<file path="config.mk">
export PLATFORM = sky130hd
export DESIGN_NAME = sram_ctl
export DESIGN_NICKNAME = d
export VERILOG_FILES = /design/src/rtl/sram_ctl_pkg.sv /design/src/rtl/sram_ctl_timer.sv /design/src/rtl/sram_ctl_datapath.sv /design/src/rtl/sram_ctl_fsm.sv /design/src/rtl/sram_ctl.sv
export SDC_FILE = /design/constraint.sdc
export NUM_CORES = 1
export LEC_CHECK = 0
export BUFFER_PORTS_ARGS = -buffer_cell sky130_fd_sc_hd__buf_4
export CAP_MARGIN = 20
export CORE_AREA = 2 2 81 83
export DETAILED_ROUTE_END_ITERATION = 8
export DIE_AREA = 0 0 83 85
export GPL_TIMING_DRIVEN = 0
export HOLD_SLACK_MARGIN = 0.12
export PLACE_DENSITY = 0.81
export SLEW_MARGIN = 0
export SYNTH_ARGS = -nofsm -noshare
export SYNTH_HDL_FRONTEND = slang
export SYNTH_SLANG_ARGS = --single-unit
</file>
<file path="constraint.sdc">
create_clock -name clk -period 5.4 [get_ports clk]
set_clock_uncertainty 0.05 [all_clocks]
set_input_delay 0.27 -clock clk [delete_from_list [all_inputs] [get_ports clk]]
set_output_delay 0.27 -clock clk [all_outputs]
set_load 0.01 [all_outputs]
</file>
<file path="src/rtl/sram_ctl_pkg.sv">
`timescale 1ns/1ps
package sram_ctl_pkg;

    typedef enum logic [2:0] {
        ST_IDLE,
        ST_TURN,
        ST_READ,
        ST_WRITE,
        ST_WTAIL,
        ST_DONE,
        ST_STBY,
        ST_RECOV
    } seq_state_e;

    typedef struct packed {
        seq_state_e st;
        logic       sel_n;
        logic       sel;
        logic       oe_n;
        logic       we_n;
        logic       drv;
        logic       rdy;
        logic       after_wr;
    } seq_regs_t;

    // whole clock periods covering a nanosecond interval, never below one
    function automatic int cyc_of_ns(input int ns, input int period);
        int c;
        c = (ns + period - 1) / period;
        if (c < 1) c = 1;
        return c;
    endfunction

    function automatic int imax(input int a, input int b);
        return (a > b) ? a : b;
    endfunction

endpackage

</file>
<file path="src/rtl/sram_ctl_timer.sv">
`timescale 1ns/1ps
module sram_ctl_timer #(
    parameter int CW = 8
) (
    input  logic          clk,
    input  logic          rst_n,
    input  logic          load,
    input  logic [CW-1:0] load_val,
    output logic          expire
);
    typedef struct packed {
        logic [CW-1:0] cnt;
    } tmr_regs_t;

    tmr_regs_t tmr_d, tmr_q;

    always_comb begin
        tmr_d = tmr_q;
        if (load) begin
            tmr_d.cnt = load_val;
        end else if (tmr_q.cnt != '0) begin
            tmr_d.cnt = tmr_q.cnt - 1'b1;
        end
    end

    always_ff @(posedge clk or negedge rst_n) begin
        if (!rst_n) tmr_q <= '0;
        else        tmr_q <= tmr_d;
    end

    // final cycle of a loaded interval
    assign expire = (tmr_q.cnt == CW'(1));

endmodule

</file>
<file path="src/rtl/sram_ctl_datapath.sv">
`timescale 1ns/1ps
module sram_ctl_datapath #(
    parameter int AW = 20,
    parameter int DW = 8
) (
    input  logic          clk,
    input  logic          rst_n,
    input  logic          accept,
    input  logic          capture,
    input  logic [AW-1:0] req_addr,
    input  logic [DW-1:0] req_wdata,
    input  logic [DW-1:0] mem_dq_i,
    output logic [AW-1:0] mem_addr,
    output logic [DW-1:0] mem_dq_o,
    output logic [DW-1:0] rsp_rdata
);
    typedef struct packed {
        logic [AW-1:0] addr;
        logic [DW-1:0] wdat;
        logic [DW-1:0] rdat;
    } dp_regs_t;

    dp_regs_t dp_d, dp_q;

    always_comb begin
        dp_d = dp_q;
        if (accept) begin
            dp_d.addr = req_addr;
            dp_d.wdat = req_wdata;
        end
        if (capture) begin
            dp_d.rdat = mem_dq_i;
        end
    end

    always_ff @(posedge clk or negedge rst_n) begin
        if (!rst_n) dp_q <= '0;
        else        dp_q <= dp_d;
    end

    assign mem_addr  = dp_q.addr;
    assign mem_dq_o  = dp_q.wdat;
    assign rsp_rdata = dp_q.rdat;

    // a new request is never latched while a read result is being taken
    assert_no_accept_on_capture_R8: assert property (
        @(posedge clk) disable iff (!rst_n) capture |-> !accept
    );

endmodule

</file>
<file path="src/rtl/sram_ctl_fsm.sv">
`timescale 1ns/1ps
module sram_ctl_fsm
    import sram_ctl_pkg::*;
#(
    parameter int CW    = 8,
    parameter int N_RD  = 6,
    parameter int N_WP  = 5,
    parameter int N_WT  = 1,
    parameter int N_TA  = 2,
    parameter int N_RDR = 10
) (
    input  logic          clk,
    input  logic          rst_n,
    input  logic          req_valid,
    input  logic          req_write,
    input  logic          standby_req,
    input  logic          tmr_expire,
    output logic          tmr_load,
    output logic [CW-1:0] tmr_val,
    output logic          accept,
    output logic          capture,
    output logic          sel_n,
    output logic          sel,
    output logic          oe_n,
    output logic          we_n,
    output logic          drv,
    output logic          rdy
);
    localparam seq_regs_t SEQ_RST = '{
        st:       ST_IDLE,
        sel_n:    1'b1,
        sel:      1'b0,
        oe_n:     1'b1,
        we_n:     1'b1,
        drv:      1'b0,
        rdy:      1'b0,
        after_wr: 1'b0
    };

    seq_regs_t seq_d, seq_q;

    always_comb begin
        seq_d     = seq_q;
        seq_d.rdy = 1'b0;
        tmr_load  = 1'b0;
        tmr_val   = '0;
        accept    = 1'b0;
        capture   = 1'b0;
        case (seq_q.st)
            ST_IDLE: begin
                if (standby_req) begin
                    seq_d.st = ST_STBY;
                end else if (req_valid) begin
                    accept      = 1'b1;
                    seq_d.sel_n = 1'b0;
                    seq_d.sel   = 1'b1;
                    tmr_load    = 1'b1;
                    if (req_write) begin
                        seq_d.st   = ST_WRITE;
                        seq_d.we_n = 1'b0;
                        tmr_val    = CW'(N_WP);
                    end else if (seq_q.after_wr) begin
                        seq_d.st = ST_TURN;
                        tmr_val  = CW'(N_TA);
                    end else begin
                        seq_d.st   = ST_READ;
                        seq_d.oe_n = 1'b0;
                        tmr_val    = CW'(N_RD);
                    end
                end
            end
            ST_TURN: begin
                if (tmr_expire) begin
                    seq_d.st       = ST_READ;
                    seq_d.oe_n     = 1'b0;
                    seq_d.after_wr = 1'b0;
                    tmr_load       = 1'b1;
                    tmr_val        = CW'(N_RD);
                end
            end
            ST_READ: begin
                if (tmr_expire) begin
                    capture        = 1'b1;
                    seq_d.oe_n     = 1'b1;
                    seq_d.sel_n    = 1'b1;
                    seq_d.sel      = 1'b0;
                    seq_d.after_wr = 1'b0;
                    seq_d.rdy      = 1'b1;
                    seq_d.st       = ST_DONE;
                end
            end
            ST_WRITE: begin
                seq_d.drv = 1'b1;
                if (tmr_expire) begin
                    seq_d.we_n     = 1'b1;
                    seq_d.after_wr = 1'b1;
                    seq_d.st       = ST_WTAIL;
                    tmr_load       = 1'b1;
                    tmr_val        = CW'(N_WT);
                end
            end
            ST_WTAIL: begin
                seq_d.drv = 1'b0;
                if (tmr_expire) begin
                    seq_d.sel_n = 1'b1;
                    seq_d.sel   = 1'b0;
                    seq_d.rdy   = 1'b1;
                    seq_d.st    = ST_DONE;
                end
            end
            ST_DONE: begin
                seq_d.st = ST_IDLE;
            end
            ST_STBY: begin
                if (!standby_req) begin
                    seq_d.st = ST_RECOV;
                    tmr_load = 1'b1;
                    tmr_val  = CW'(N_RDR);
                end
            end
            ST_RECOV: begin
                if (tmr_expire) seq_d.st = ST_IDLE;
            end
            default: seq_d = SEQ_RST;
        endcase
    end

    always_ff @(posedge clk or negedge rst_n) begin
        if (!rst_n) seq_q <= SEQ_RST;
        else        seq_q <= seq_d;
    end

    assign sel_n = seq_q.sel_n;
    assign sel   = seq_q.sel;
    assign oe_n  = seq_q.oe_n;
    assign we_n  = seq_q.we_n;
    assign drv   = seq_q.drv;
    assign rdy   = seq_q.rdy;

    assert_write_selected_R4: assert property (
        @(posedge clk) disable iff (!rst_n) !seq_q.we_n |-> (!seq_q.sel_n && seq_q.sel)
    );

    assert_write_ends_on_we_R4: assert property (
        @(posedge clk) disable iff (!rst_n) $rose(seq_q.we_n) |-> (!seq_q.sel_n && seq_q.sel)
    );

    assert_read_strobes_R3: assert property (
        @(posedge clk) disable iff (!rst_n) !seq_q.oe_n |-> (!seq_q.sel_n && seq_q.sel && seq_q.we_n)
    );

    assert_no_drive_with_oe_R5: assert property (
        @(posedge clk) disable iff (!rst_n) seq_q.drv |-> seq_q.oe_n
    );

    assert_drive_window_R5: assert property (
        @(posedge clk) disable iff (!rst_n) seq_q.drv |-> (!seq_q.we_n || $past(!seq_q.we_n))
    );

    assert_ready_single_R8: assert property (
        @(posedge clk) disable iff (!rst_n) seq_q.rdy |=> !seq_q.rdy
    );

    assert_standby_deselect_R9: assert property (
        @(posedge clk) disable iff (!rst_n)
        (seq_q.st == ST_STBY || seq_q.st == ST_RECOV) |-> (seq_q.sel_n && !seq_q.sel && seq_q.oe_n && seq_q.we_n)
    );

    assert_standby_priority_R11: assert property (
        @(posedge clk) disable iff (!rst_n)
        (seq_q.st == ST_IDLE && standby_req) |=> (seq_q.st == ST_STBY)
    );

endmodule

</file>
<file path="src/rtl/sram_ctl.sv">
`timescale 1ns/1ps
module sram_ctl
    import sram_ctl_pkg::*;
#(
    parameter int AW            = 20,
    parameter int DW            = 8,
    parameter int CLK_PERIOD_NS = 10,
    parameter bit SLOW_GRADE    = 1'b0,
    parameter int T_RDR_NS      = 5_000_000
) (
    input  logic          clk,
    input  logic          rst_n,
    input  logic          req_valid,
    input  logic          req_write,
    input  logic [AW-1:0] req_addr,
    input  logic [DW-1:0] req_wdata,
    output logic          req_ready,
    output logic [DW-1:0] rsp_rdata,
    input  logic          standby_req,
    output logic [AW-1:0] mem_addr,
    output logic          mem_sel_n,
    output logic          mem_sel,
    output logic          mem_oe_n,
    output logic          mem_we_n,
    output logic [DW-1:0] mem_dq_o,
    output logic          mem_dq_oe,
    input  logic [DW-1:0] mem_dq_i
);
    // speed grade timing set, nanoseconds
    localparam int T_RC  = SLOW_GRADE ? 70 : 55;
    localparam int T_AA  = SLOW_GRADE ? 70 : 55;
    localparam int T_OE  = SLOW_GRADE ? 35 : 25;
    localparam int T_WC  = SLOW_GRADE ? 70 : 55;
    localparam int T_WP  = SLOW_GRADE ? 50 : 40;
    localparam int T_CW  = SLOW_GRADE ? 60 : 45;
    localparam int T_AW  = SLOW_GRADE ? 60 : 45;
    localparam int T_DW  = SLOW_GRADE ? 30 : 25;
    localparam int T_OHZ = SLOW_GRADE ? 25 : 20;

    // cycle counts
    localparam int N_RD  = imax(cyc_of_ns(T_RC, CLK_PERIOD_NS),
                                imax(cyc_of_ns(T_AA, CLK_PERIOD_NS), cyc_of_ns(T_OE, CLK_PERIOD_NS)));
    localparam int N_WP  = imax(imax(cyc_of_ns(T_WP, CLK_PERIOD_NS), cyc_of_ns(T_CW, CLK_PERIOD_NS)),
                                imax(cyc_of_ns(T_AW, CLK_PERIOD_NS), cyc_of_ns(T_DW, CLK_PERIOD_NS) + 1));
    localparam int N_WT  = imax(1, cyc_of_ns(T_WC, CLK_PERIOD_NS) - N_WP);
    localparam int N_TA  = cyc_of_ns(T_OHZ, CLK_PERIOD_NS);
    localparam int N_RDR = cyc_of_ns(T_RDR_NS, CLK_PERIOD_NS);
    localparam int N_MAX = imax(imax(N_RD, N_WP), imax(imax(N_WT, N_TA), N_RDR));
    localparam int CW    = $clog2(N_MAX + 1);

    logic          tmr_load;
    logic [CW-1:0] tmr_val;
    logic          tmr_expire;
    logic          accept;
    logic          capture;

    sram_ctl_timer #(.CW(CW)) u_timer (
        .clk      (clk),
        .rst_n    (rst_n),
        .load     (tmr_load),
        .load_val (tmr_val),
        .expire   (tmr_expire)
    );

    sram_ctl_fsm #(
        .CW    (CW),
        .N_RD  (N_RD),
        .N_WP  (N_WP),
        .N_WT  (N_WT),
        .N_TA  (N_TA),
        .N_RDR (N_RDR)
    ) u_fsm (
        .clk         (clk),
        .rst_n       (rst_n),
        .req_valid   (req_valid),
        .req_write   (req_write),
        .standby_req (standby_req),
        .tmr_expire  (tmr_expire),
        .tmr_load    (tmr_load),
        .tmr_val     (tmr_val),
        .accept      (accept),
        .capture     (capture),
        .sel_n       (mem_sel_n),
        .sel         (mem_sel),
        .oe_n        (mem_oe_n),
        .we_n        (mem_we_n),
        .drv         (mem_dq_oe),
        .rdy         (req_ready)
    );

    sram_ctl_datapath #(.AW(AW), .DW(DW)) u_dp (
        .clk       (clk),
        .rst_n     (rst_n),
        .accept    (accept),
        .capture   (capture),
        .req_addr  (req_addr),
        .req_wdata (req_wdata),
        .mem_dq_i  (mem_dq_i),
        .mem_addr  (mem_addr),
        .mem_dq_o  (mem_dq_o),
        .rsp_rdata (rsp_rdata)
    );

endmodule

</file>
# Word level (Yosys, flattened, before mapping)

Cells that the tools add are included.

Add/subtract/negate cells: 1
Eq/ne operators: 20
Multiplexer cells: 41
Reductions and logical operators: 14

Operators by type and width:

| operator              | count |
|---|---|
| $mux 19               | 6 |
| $pmux 19 s4           | 1 |
| $pmux 3 s8            | 1 |
| $ne 2x2->1 const B    | 11 |
| $mux 3                | 7 |
| $eq 19x1->1 const B   | 1 |
| $reduce_bool 19->1    | 1 |
| $sub 19x1->19 const B | 1 |
| $reduce_and 7->1      | 2 |
| $eq 3x3->1 const B    | 4 |
| $mux 1                | 12 |
| $reduce_and 5->1      | 2 |
| $pmux 1 s3            | 3 |
| $reduce_bool 3->1     | 3 |
| $mux 7                | 1 |
| $eq 3x2->1 const B    | 2 |
| $mux 2                | 3 |
| $mux 6                | 1 |
| $pmux 1 s2            | 3 |
| $pmux 2 s3            | 1 |
| $reduce_bool 2->1     | 3 |
| $mux 5                | 1 |
| $mux 4                | 1 |
| $reduce_and 4->1      | 1 |
| 4 further kinds       | 4 |

Flip-flop bits (word level): 65
Input bits: 41
Output and inout bits: 42
Word-level logic and storage cells: 88

# Longest topological paths before layout

Depth in word-level cells: 6
Depth in mapped cells: 7
Mapped depth without buffers: 7

# Cells and area by module

From an unflattened synthesis, not the netlist that was laid out.

Cell total of the unflattened synthesis: 278
Area total of the unflattened synthesis: 3271.9 um2

Modules (own cells, without submodules):

| module            | instances | cells an instance | area an instance (um2) | sequential area each (um2) |
|---|---|---|---|---|
| sram_ctl_datapath | 1         | 76                | 1437.6                 | 900.9 |
| sram_ctl_timer    | 1         | 119               | 1123.6                 | 475.5 |
| sram_ctl_fsm      | 1         | 83                | 710.7                  | 254.0 |

# Worst setup path after synthesis

Ideal clock, no wire load.

Path kind: register to register
Start point: register u_timer.tmr_q[7] (netlist name)
End point: register u_dp.dp_q (netlist bit u_dp.rsp_rdata[0])
Setup time: 0.125 ns
Arrival: 1.986 ns
Required time: 5.225 ns
Path slack: 3.239 ns
Stages on the path, launching flop included: 7
Path buffers: 1
Clock period less this slack: 2.161 ns
Cells stage by stage: dfrtp_1 nor4_4 nand2_4 nor4_4 and3_1 buf_4 mux2_2

Longest elaborated chain between the ends: 3

RTL lines:

| what                     | RTL line                | source |
|---|---|---|
| start: declaration       | sram_ctl_timer.sv:15    | `tmr_regs_t tmr_d, tmr_q;` |
| start signal: assignment | sram_ctl_timer.sv:28    | `else tmr_q <= tmr_d;` |
| $eq 19x1->1              | sram_ctl_timer.sv:32    | `assign expire = (tmr_q.cnt == CW'(1));` |
| $mux 1                   | sram_ctl_fsm.sv:82      | `if (tmr_expire) begin` |
| $mux 1                   | sram_ctl_fsm.sv:49      | `case (seq_q.st)` |
| end signal: assignment   | sram_ctl_datapath.sv:38 | `else dp_q <= dp_d;` |
| end: declaration         | sram_ctl_datapath.sv:23 | `dp_regs_t dp_d, dp_q;` |

Every way passes these cells.
A chain may end at the register's enable or synchronous reset.

# Worst setup path in the final report

Start point: register u_timer.tmr_q[0] (netlist name)
End point: register u_timer.tmr_q[5] (netlist name)

Longest elaborated chain between the ends: 4
Elaborated cells on any way between the ends: 8

RTL lines:

| what |
|---|
| branches (longest 4 deep; another with $sub 19x1->19) |

Several ways; the timed one is not identified. The select of a mux whose other input is x is not followed.

==> run_results.csv <==
group,metric,value,unit
global_routing,grt_max_degree,66,
route,vias,2556,
global_routing,grt_pass1_wl,13000,um
layout,antennaDiodeCount,0,
yosys,synthAdderAreaFrac,0.824,%
outcome,status,"finished, final reports clean",
yosys,synthDistinctLibCells,52,
min_path,min_path_type,"primary input to register",
route,drt-pass1-iter-count,4,
worst_setup_path,worstPathRequired,5.63,ns
worst_setup_path,critPathKind,"register to register",
sta,finalHoldViolations,0,
route,drc,0,
yosys,synth_top_area_share,51.1,%
sta,rsz0062_at_grt,"no",
yosys,synth_top_family_by_area,"simple AND/OR/NAND/NOR gates",
yosys,syn-instance-count,257,
global_routing,grt_pass1_vias,2756,
yosys,syn-num-nets,300,
yosys,synth_compound_gate_area_share,11.9,%
global_routing,groute.usage.overall,23.0,%
yosys,synth_commonest_cells,"dfrtp_1, mux2_2, nor2_1",
clocking,htreeDepth,3,
yosys,avgSynthCellArea,11.8,um^2
layout,layout-area-overhead-vs-synth,42.3,%
route,met2WireLength,3780,um
layout,multiInputGateArea,1340,um^2
clocking,cts.clk_slew.worst_paths,0.07,ns
sta,setup_viol,0,
sta,max_freq,404,MHz
yosys,synth_area,3040,um^2
worst_setup_path,critPathLaunchType,"register",
power,pwr_density_cell,265,nW/um^2
clocking,numCtsBuffers,9,
route,viasPerCell,5.45,
yosys,synthMuxAreaShare,13.7,%
sta,fin_tns_setup,0,ns
worst_setup_path,r2r_setup_slack,2.92,ns
worst_setup_path,path_max_fanout,5,
layout,nets,431,
yosys,ys_warn_count,0,
yosys,synth_edf_count,0,
route,top_layer,"met4",
clocking,post_cts_resized,0,
layout,nFillCells,412,
power,seq_power_share,50.2,%
route,antenna_left,0,
route,drtIter0Drc,157,
yosys,ys_seq_elements,65,
power,p_int,0.000829,W
yosys,synth-seq-area-share,53.7,%
yosys,synth_area_leaders,"dfrtp_1, mux2_2, dfstp_2",
sta,maxSlewViolCount,0,
placed_design,place_area,3750,um^2
sta,tightest_slew,0.815,ns
power,p_sw_share,27.6,%
worst_setup_path,cp_data_arrival_time,2.70,ns
clocking,clock-sinks,65,
run,maxCapViolCount,0,
route,met3_length,500,um
yosys,synth-simple-area-share,13.8,%
sta,fin_crit,2.48,ns
floorplanning,die_x,83,um
worst_setup_path,end_kind,"register",
placed_design,place_congestion,0.947,
clocking,postCtsSetupBuffers,0,
route,wl_per_cell,16.3,um
clocking,cts-root-buf,"clkbuf_8",
yosys,async_flop_share,100,%
placed_design,hpwl,4790,um
layout,layout-drive-gt1-share,37.5,%
sta,maxSlewHeadroom,45.7,%
yosys,synthFlopType,"dfrtp_1",
floorplanning,row_count,29,
power,p_leak,2.04,nW
clocking,cts_buffer_depth,2,
power,p_clk_share,36.1,%
clocking,clk_latency,0.34,ns
floorplanning,start_util,49.0,%
placed_design,numPortBuffers,82,
sta,fin_crit_sh,45.8,%
layout,regArea,1630,um^2
floorplanning,coreArea,6200,um^2
yosys,synth.largest_area_cell,"dfrtp_1",
yosys,synth_most_common_cell,"dfrtp_1",
power,p_switching,0.000316,W
global_routing,overflow,0,
clocking,cts_tree,"yes",
floorplanning,dieArea,7060,um^2
layout,final_cell_area,4320,um^2
power,ir_drop,0.164,mV
global_routing,grt_antenna_before_repair,0,
floorplanning,die_y,85,um
route,totalWireLength,7670,um
floorplanning,ios,83,
route,drt-met1-wl,3220,um
power,combPwrFrac,13.7,%
yosys,synth_xor_area_share,3.75,%
layout,post-route-util,69.7,%
==> worst max-delay path, stage by stage (launching register included) <==
cell and delay [ns]:
dfrtp_1 0.41, inv_1 0.11, ha_1 0.21, nor3b_1 0.53, nand3_1 0.23, o31ai_1 0.66, o21a_1 0.22
==> cells by family (layout without fill, tap and decap cells) <==
kind of cell	Yosys count	in the layout
simple gates	68	68
flops	65	65
compound gates	55	55
mux	37	37
buf+inv	17	152
xor+xnor	13	13
fa+ha+maj	2	2
==> layout by cell type, fill, tap and decap left out, types with 3 or more instances in the layout <==
cell type and instances:
a21oi_1 13, and2_1 3, buf_4 83, clkbuf_1 7, clkbuf_8 10, dfrtp_1 62
dfstp_2 3, dlygate4sd3_1 38, inv_1 7, mux2_2 37, nand2_1 6, nand2b_1 3
nand3_1 4, nor2_1 19, nor3_1 6, nor4_1 4, nor4_4 3, o21a_1 5
o21ai_0 13, o22ai_1 4, o31ai_1 3, or3_1 5, xnor2_1 7, xor2_1 6
==> path summary, 6_finish.rpt <==
| kind | start | end | depth (start not counted) |
|---|---|---|---|
| max | u_timer.tmr_q[0] | u_timer.tmr_q[5] | 6 |
| min | standby_req | u_fsm.seq_q[9] | 2 |
| max reg2reg | u_timer.tmr_q[0] | u_timer.tmr_q[5] | 6 |
| min reg2reg | u_fsm.sel_n | u_fsm.sel_n | 2 |
| max in group asynchronous | rst_n | u_dp.rsp_rdata[1] | 2 |
| min in group asynchronous | rst_n | u_timer.tmr_q[12] | 2 |
==> routing by layer <==
layer,GRT usage [%],vias up
li1,-,1207
met1,27.6,1242
met2,38.9,91
met3,7.78,16
met4,8.05,0
met5,0,-
==> power by group through the flow <==
stage / registers, W / logic [W] / clock network, W
2_1_floorplan: 0.000573 / 0.0000883 / 0
3_3_place_gp: 0.000581 / 0.000129 / 0
3_5_place_dp: 0.000583 / 0.000133 / 0
4_1_cts: 0.000574 / 0.000155 / 0.000415
5_1_grt: 0.000580 / 0.000175 / 0.000442
6_report: 0.000574 / 0.000157 / 0.000414
==> cell type report <==
type	instances	area share, %
Clock inverter	5	1.30
Multi-Input combinational cell	175	31.0
Clock buffer	10	3.18
Sequential cell	65	37.7
Inverter	7	0.608
Buffer	10	0.984
Timing Repair Buffer	120	23.0
Tap cell	77	2.23
==> per-stage QoR <==
stage	setup slack (ns)	total power (W)	hold WS (ns)	std cells
floorplan	3.24	0.000661	-0.0756	257
global placement	2.98	0.000710	0.366	416
detailed placement	2.95	0.000716	0.369	416
CTS	2.91	0.00114	0.129	468
global route	2.70	0.00120	0.157	469
finish	2.92	0.00115	0.154	469
==> sequential cells by signal (all words and copies together), names as in the netlist, 4 cells and up <==
register,flops
u_timer.tmr_q,19
u_dp.mem_dq_o,8
u_dp.mem_addr,20
u_fsm.seq_q,4
u_dp.rsp_rdata,8
==> timing repair <==
action,CTS,global route
hold buffers,37,1
setup endpoints to repair,0,0
endpoints found under the hold margin,98,1
Note: power is estimated with default switching activity, not from simulation.
